==> src/rtl/clkGatePkg.sv <==
package clkGatePkg;

  typedef enum logic [1:0] {
    PAIR_RUN        = 2'd0,
    PAIR_STOP_DRIVE = 2'd1,
    PAIR_DOWN_DRIVE = 2'd2,
    PAIR_FLOAT      = 2'd3
  } pairState_e;

  typedef enum logic [1:0] {
    MODE_RUN  = 2'd0,
    MODE_STOP = 2'd1,
    MODE_DOWN = 2'd2
  } gateMode_e;

  // control -> datapath strobes
  typedef struct packed {
    logic      flip;  // reference phase toggles at this edge
    gateMode_e mode;  // mode currently applied to the outputs
  } gateStrobe_t;

endpackage

==> src/rtl/gateCtrl.sv <==
module gateCtrl
  import clkGatePkg::*;
#(
  parameter int HALF_CYCLES = 2,
  parameter int SYNC_STAGES = 2
) (
  input  logic        clk,
  input  logic        rstN,
  input  logic        stopReqN,
  input  logic        pwrDnN,
  input  logic        phaseHigh,
  output gateStrobe_t strobe
);

  localparam int CW = (HALF_CYCLES > 1) ? $clog2(HALF_CYCLES) : 1;
  localparam logic [CW-1:0] LAST = CW'(HALF_CYCLES - 1);

  logic [SYNC_STAGES-1:0] stopChain;
  logic [SYNC_STAGES-1:0] downChain;
  logic                   stopReq;
  logic                   downReq;
  logic [CW-1:0]          halfCnt;
  logic                   flip;
  logic                   boundary;
  gateMode_e              mode;
  gateMode_e              modeNext;

  // two-flop style synchronizers, stored active-high
  generate
    if (SYNC_STAGES == 1) begin : g_sync1
      always_ff @(posedge clk or negedge rstN) begin
        if (!rstN) begin
          stopChain <= '0;
          downChain <= '0;
        end else begin
          stopChain <= ~stopReqN;
          downChain <= ~pwrDnN;
        end
      end
    end else begin : g_syncN
      always_ff @(posedge clk or negedge rstN) begin
        if (!rstN) begin
          stopChain <= '0;
          downChain <= '0;
        end else begin
          stopChain <= {stopChain[SYNC_STAGES-2:0], ~stopReqN};
          downChain <= {downChain[SYNC_STAGES-2:0], ~pwrDnN};
        end
      end
    end
  endgenerate

  assign stopReq = stopChain[SYNC_STAGES-1];
  assign downReq = downChain[SYNC_STAGES-1];

  // half-period timer of the reference phase
  always_ff @(posedge clk or negedge rstN) begin
    if (!rstN)        halfCnt <= '0;
    else if (flip)    halfCnt <= '0;
    else              halfCnt <= halfCnt + 1'b1;
  end

  assign flip     = (halfCnt == LAST);
  assign boundary = flip && phaseHigh;

  always_comb begin
    if (downReq)      modeNext = MODE_DOWN;
    else if (stopReq) modeNext = MODE_STOP;
    else              modeNext = MODE_RUN;
  end

  // mode only moves where the reference falls
  always_ff @(posedge clk or negedge rstN) begin
    if (!rstN)         mode <= MODE_RUN;
    else if (boundary) mode <= modeNext;
  end

  assign strobe.flip = flip;
  assign strobe.mode = mode;

  AST_MODE_AT_FALL: assert property (@(posedge clk) disable iff (!rstN)
    (mode != $past(mode)) |-> $past(flip && phaseHigh))
    else $error("mode moved off the falling boundary");

  AST_DOWN_WINS: assert property (@(posedge clk) disable iff (!rstN)
    (boundary && downReq) |=> (mode == MODE_DOWN))
    else $error("power-down did not override");

  AST_IDLE_RUNS: assert property (@(posedge clk) disable iff (!rstN)
    (boundary && !downReq && !stopReq) |=> (mode == MODE_RUN))
    else $error("idle controls did not give run mode");

endmodule

==> src/rtl/gatePath.sv <==
module gatePath
  import clkGatePkg::*;
#(
  parameter int NUM_STOPPABLE = 2,
  parameter int NUM_FREE      = 2
) (
  input  logic                                      clk,
  input  logic                                      rstN,
  input  gateStrobe_t                               strobe,
  input  logic                                      cfgStopFloat,
  input  logic                                      cfgDownFloat,
  output logic                                      phaseHigh,
  output logic [NUM_STOPPABLE+NUM_FREE-1:0]         clkTrue,
  output logic [NUM_STOPPABLE+NUM_FREE-1:0]         clkComp,
  output logic [2*(NUM_STOPPABLE+NUM_FREE)-1:0]     pairState
);

  localparam int NUM_PAIRS = NUM_STOPPABLE + NUM_FREE;

  logic phase;

  always_ff @(posedge clk or negedge rstN) begin
    if (!rstN)            phase <= 1'b0;
    else if (strobe.flip) phase <= ~phase;
  end

  assign phaseHigh = phase;

  generate
    for (genvar p = 0; p < NUM_PAIRS; p++) begin : g_pair
      pairState_e code;

      if (p < NUM_STOPPABLE) begin : g_stoppable
        always_comb begin
          unique case (strobe.mode)
            MODE_STOP: code = cfgStopFloat ? PAIR_FLOAT : PAIR_STOP_DRIVE;
            MODE_DOWN: code = (cfgStopFloat || cfgDownFloat) ? PAIR_FLOAT
                                                             : PAIR_DOWN_DRIVE;
            default:   code = PAIR_RUN;
          endcase
        end
      end else begin : g_free
        always_comb begin
          if (strobe.mode == MODE_DOWN)
            code = (cfgStopFloat || cfgDownFloat) ? PAIR_FLOAT : PAIR_DOWN_DRIVE;
          else
            code = PAIR_RUN;
        end

        AST_FREE_RUNS: assert property (@(posedge clk) disable iff (!rstN)
          (strobe.mode == MODE_STOP) |-> (pairState[2*p +: 2] == 2'd0))
          else $error("non-stop pair parked in stop mode");
      end

      always_comb begin
        unique case (code)
          PAIR_RUN:        begin clkTrue[p] = phase; clkComp[p] = ~phase; end
          PAIR_STOP_DRIVE: begin clkTrue[p] = 1'b1;  clkComp[p] = 1'b0;   end
          default:         begin clkTrue[p] = 1'b0;  clkComp[p] = 1'b0;   end
        endcase
      end

      assign pairState[2*p +: 2] = code;

      AST_COMP_INVERTS: assert property (@(posedge clk) disable iff (!rstN)
        (pairState[2*p +: 2] == 2'd0) |-> (clkComp[p] == !clkTrue[p]))
        else $error("complement not inverse while running");

      AST_DOWN_POLICY: assert property (@(posedge clk) disable iff (!rstN)
        (strobe.mode == MODE_DOWN && !cfgStopFloat && !cfgDownFloat)
          |-> (pairState[2*p +: 2] == 2'd2 && !clkTrue[p] && !clkComp[p]))
        else $error("power-down driven park wrong");
    end
  endgenerate

  AST_PHASE_ON_FLIP: assert property (@(posedge clk) disable iff (!rstN)
    (phase != $past(phase)) |-> $past(strobe.flip))
    else $error("reference phase moved without flip");

endmodule

==> src/rtl/clkStopGate.sv <==
module clkStopGate
  import clkGatePkg::*;
#(
  parameter int NUM_STOPPABLE = 2,
  parameter int NUM_FREE      = 2,
  parameter int HALF_CYCLES   = 2,
  parameter int SYNC_STAGES   = 2
) (
  input  logic                                  clk,
  input  logic                                  rstN,
  input  logic                                  stopReqN,
  input  logic                                  pwrDnN,
  input  logic                                  cfgStopFloat,
  input  logic                                  cfgDownFloat,
  output logic [NUM_STOPPABLE+NUM_FREE-1:0]     clkTrue,
  output logic [NUM_STOPPABLE+NUM_FREE-1:0]     clkComp,
  output logic [2*(NUM_STOPPABLE+NUM_FREE)-1:0] pairState
);

  gateStrobe_t strobe;
  logic        phaseHigh;

  gateCtrl #(
    .HALF_CYCLES (HALF_CYCLES),
    .SYNC_STAGES (SYNC_STAGES)
  ) ctrl (
    .clk       (clk),
    .rstN      (rstN),
    .stopReqN  (stopReqN),
    .pwrDnN    (pwrDnN),
    .phaseHigh (phaseHigh),
    .strobe    (strobe)
  );

  gatePath #(
    .NUM_STOPPABLE (NUM_STOPPABLE),
    .NUM_FREE      (NUM_FREE)
  ) path (
    .clk          (clk),
    .rstN         (rstN),
    .strobe       (strobe),
    .cfgStopFloat (cfgStopFloat),
    .cfgDownFloat (cfgDownFloat),
    .phaseHigh    (phaseHigh),
    .clkTrue      (clkTrue),
    .clkComp      (clkComp),
    .pairState    (pairState)
  );

endmodule

==> config.mk <==
export PLATFORM = sky130hd
export DESIGN_NAME = clkStopGate
export DESIGN_NICKNAME = d
export VERILOG_FILES = /design/src/rtl/clkGatePkg.sv /design/src/rtl/gateCtrl.sv /design/src/rtl/gatePath.sv /design/src/rtl/clkStopGate.sv
export SDC_FILE = /design/constraint.sdc
export NUM_CORES = 1
export LEC_CHECK = 0
export BUFFER_PORTS_ARGS = -buffer_cell sky130_fd_sc_hd__buf_2
export CAP_MARGIN = 5
export CORE_AREA = 2 2 42 44
export CTS_BUF_LIST = sky130_fd_sc_hd__clkbuf_4 sky130_fd_sc_hd__clkbuf_8
export CTS_CLUSTER_DIAMETER = 50
export DETAILED_ROUTE_END_ITERATION = 12
export DIE_AREA = 0 0 44 46
export GPL_TIMING_DRIVEN = 0
export PLACE_DENSITY = 0.62
export SLEW_MARGIN = 25
export SYNTH_ARGS = -nofsm -noshare
export SYNTH_HDL_FRONTEND = slang
export SYNTH_HIERARCHICAL = 1
export SYNTH_SLANG_ARGS = --single-unit
export TNS_END_PERCENT = 5
==> constraint.sdc <==
create_clock -name clk -period 2.4 [get_ports clk]
set_input_delay 0.36 -clock clk [delete_from_list [all_inputs] [get_ports clk]]
set_output_delay 0.36 -clock clk [all_outputs]
set_load 0.02 [all_outputs]
# == Word-level counts from Yosys, hierarchy flattened ==
# Cells that the tools add are included.
# classes
bitwise,3
muxes,11
n_eq_ne,4
n_addsub,1
reduce_logical,4
# op_table
cell,n
$eq A2 B1 Y1 const B,3
$mux W2,3
$mux W1,5
$logic_not A2 Y1,2
$pmux W1 S2,2
$pmux W2 S2,1
$not A1 Y1,3
$eq A2 B2 Y1 const B,1
$add A1 B1 Y1 const B,1
$logic_and A1 B1 Y1,1
$logic_or A1 B1 Y1,1
# totals
reg_bits,8
inputBits,6
output_inout_bits,16
word_cells,28

# == Depth between registers and ports, before layout ==
# depth
word_depth,5
depth_mapped,5
mapped_depth_nobuf,4

# == Cells and area by module ==
# The synthesis kept the hierarchy.
# by_module_without_submodules
module,seq_area_each_um2,cells_each,instances,area_per_inst_um2
gateCtrl,175.2,15,1,236.5
gatePath,25.0,26,1,201.4

# == Worst setup path before layout ==
# No wires, ideal clock.
# synth_timing
path_kind,register -> output
from,register ctrl.mode[0]
to,output clkTrue[1]
stages_incl_launch_ff,5
path_slack_ns,0.408
n_path_buf,1
required_time_ns,2.040
t_arrival_ns,1.632
path_cell_list,dfrtp_1 -> inv_1 -> ha_1 -> o41ai_2 -> buf_4
# synth_between
elab_chain_len,4
word_cells_on_any_way,6
classes_between,3 x eq/ne; 2 x mux; 1 x reduce/logical
# synth_lines
element,line,rtl
"start, declared",gateCtrl.sv:25,gateMode_e mode;
"start signal, assigned",gateCtrl.sv:75,else if (boundary) mode <= modeNext;
$eq A2 B2 Y1 / $eq A2 B1 Y1 (equally long branches),--,
$pmux W2 S2 *,--,
$eq A2 B1 Y1 / $logic_not A2 Y1 (equally long branches),--,
$pmux W1 S2 *,--,
"end, declared",clkStopGate.sv:15,"output logic [NUM_STOPPABLE+NUM_FREE-1:0] clkTrue,"
# Every way passes the cells marked *; elsewhere a longest branch is shown, timed or not.

# == Worst setup path after layout ==
# layout_timing
from,register ctrl.mode[0]
to,output clkTrue[1]
# layout_between
elab_chain_len,4
word_cells_on_any_way,6
classes_between,3 x eq/ne; 2 x mux; 1 x reduce/logical
# layout_lines
element,line,rtl
$eq A2 B2 Y1 / $eq A2 B1 Y1 (equally long branches),gatePath.sv:35,unique case (strobe.mode)
$pmux W2 S2 *,gatePath.sv:35,
$eq A2 B1 Y1 / $logic_not A2 Y1 (equally long branches),gatePath.sv:56,unique case (code)
$pmux W1 S2 *,gatePath.sv:56,
# Marks and branches as above.

==> out/results.ini <==
[synth]
ys.warnings.count = 6
synth.net_count = 50
yosysUniqueCellTypes = 13
synth_cells = 41
synth-seq-area-share_pct = 45.7
syn_area_um2 = 438
syn-mean-instance-area_um2 = 10.7
synth-seq-cells = 8

[finish]
drive_above_1_share_pct = 56.1
stdcell_area_um2 = 597
areaGrowthSynthToFinish_pct = 36.3
regArea_um2 = 200
fill_cells = 166
layout.nets = 77
fin_cells = 83
multi_input_area_um2 = 144
antenna_cells = 0

[sta]
finalHoldViolCount = 0
fin_tns_setup_ps = 0
setup_violations = 0
timing.final.ws_setup_ps = 298
skew_ps = 0.114
worstMarginPinSlew_ps = 278
drv_slew = 0
max_freq_mhz = 476
timing.max_slew.rel_slack_pct = 81.2
min_period_ps = 2100
rsz0062_at_grt = false
fin_crit_sh_pct = 87.6

[critical_path]
r2r_start = path/phaseHigh
rr_worst_depth = 2
r2r-end = ctrl/mode[1]
required_ps = 2040
worstSetupEndpointType = primary output
rrSetupSlack_ps = 1440
cp.arrival_ps = 1740
criticalPathCategory = register to primary output
cp_max_fo = 5
start_kind = register

[die]
dieArea_mm2 = 0.00202
rows = 15
ios = 22
die_h_um = 46
core_region_area_mm2 = 0.00161
start_util_pct = 27.1
die_x_um = 44

[placed_design]
pre_cts_ws_ps = 549
place_congestion = 0.681
dpl.hpwl_um = 538
place_area_um2 = 564
dp_cells = 79
port_buffers = 21

[job]
cap_violations = 0

[clocking]
cts-resized-gates = 0
clock_path_buffers = 2
clk_pin_slew_ps = 50
cts_tree = yes
clockRootBuffer = clkbuf_4
cts_made_buffers = 3
htreeDepth = 1
clock_latency_ps = 250
hold_buffers = 1
clock_sinks = 8
postCtsSetupRepairBufs = 0

[drt]
wl_per_cell_um = 7.72
drt_iter0_drc = 3
via_per_inst = 4.01
num_vias = 333
first_pass_iters = 2
wl_um = 641
drc = 0
ant_nets = 0

[pwr]
vdd_drop_max_mv = 0.231
p_leak_nw = 0.361
p_per_area_mw_per_mm2 = 527
finalPower_mw = 0.315

[grt]
grt_pass1_vias = 263
overflow = 0
grt_use_total_pct = 7.73
grt_pass1_wl_um = 1050
antenna_found_initial = 0
grt_max_degree = 9

[hold_path]
hold_depth = 2
hold_end = ctrl/stopChain[0]
hp-class = input port to register
min_from = stopReqN

[status]
status = finished, final reports clean

## layer usage
layer | GRT usage, % | vias up | share of wire [%]
met2 | 11.2 | 20 | 46
met1 | 8.27 | 146 | 40
met4 | 7.27 | 0 | 0
li1 | - | 167 | -
met3 | 3.57 | 0 | 14
met5 | 0 | - | 0
## kinds of logic (layout without fill, tap and decap cells)
kind of cell / after synthesis / in the layout / synth area share, %
buffers and inverters: 16 / 41 / 21.4
DFF: 8 / 8 / 45.7
and+or+nand+nor: 7 / 7 / 8.29
AOI/OAI and AO/OA: 4 / 4 / 7.14
adders and majority gates: 3 / 3 / 8.57
muxes: 2 / 2 / 6.86
xor gates and xnor gates: 1 / 1 / 2.00
## where the power goes
part | internal [mW] | switching (mW)
clock network | 0.0569 | 0.0414
logic | 0.0320 | 0.0416
registers | 0.140 | 0.00254
## cell type report
| cell class | count | area share, % |
|---|---|---|
| clock buffers | 3 | 3.77 |
| repair buffers | 22 | 19.3 |
| well taps | 17 | 3.56 |
| multi-input cells | 17 | 24.1 |
| plain buffers | 9 | 11.3 |
| inverters | 7 | 4.40 |
| flip-flops and latches | 8 | 33.5 |
## synth_stat cells
library cell  n  area share, %
buf_4         9             15
dfrtp_1       8             46
inv_1         7            6.0
ha_1          3            8.6
nor2b_1       3            4.3
a21oi_1       2            2.3
mux2_4        2            6.9
nor2_1        2            1.7
nand2_1       1           0.86
nand2_2       1            1.4
o21ai_1       1            1.1
o41ai_2       1            3.7
xor2_1        1            2.0
## worst max path at each step
| stage | startpoint | endpoint | slack [ps] | cells past startpoint |
|---|---|---|---|---|
| after floorplan | ctrl/mode[0] | clkTrue[1] | 410 | 4 |
| after global placement | ctrl/mode[0] | clkTrue[1] | 570 | 5 |
| after detailed placement | ctrl/mode[0] | clkTrue[1] | 550 | 5 |
| after CTS | ctrl/mode[0] | clkTrue[1] | 250 | 5 |
| after global routing | ctrl/mode[0] | clkTrue[1] | 150 | 5 |
| final | ctrl/mode[0] | clkTrue[1] | 300 | 5 |
## through the flow
stage | hold WS (ps) | utilization [%]
floorplan | 64.4 | -
global placement | 206 | 35.0
finish | 249 | 37.0
global route | 218 | 37.0
CTS | 231 | 37.0
detailed placement | 209 | 35.0
## layout by cell type (no fill, tap or decap)
| cell type | n |
|---|---|
| nor2_1 | 2 |
| nand2_1 | 1 |
| buf_4 | 9 |
| o41ai_2 | 1 |
| dfrtp_1 | 8 |
| ha_1 | 3 |
| dlygate4sd3_1 | 1 |
| nor2b_1 | 3 |
| inv_1 | 7 |
| mux2_4 | 2 |
| a21oi_1 | 2 |
| o21ai_1 | 1 |
| clkbuf_4 | 3 |
| buf_2 | 21 |
| xor2_1 | 1 |
| nand2_2 | 1 |
## registers in the layout (all words and copies together), names as in the netlist
signal and cells:
ctrl/stopChain 2, path/phaseHigh 1, ctrl/mode 2, ctrl/downChain 2, ctrl/flip 1
## critical path: stages (launching register included)
cell,delay [ps]
dfrtp_1,370
inv_1,80
ha_1,360
o41ai_2,390
buf_4,160
buf_2,150
Power figures use the tool's default switching activity.
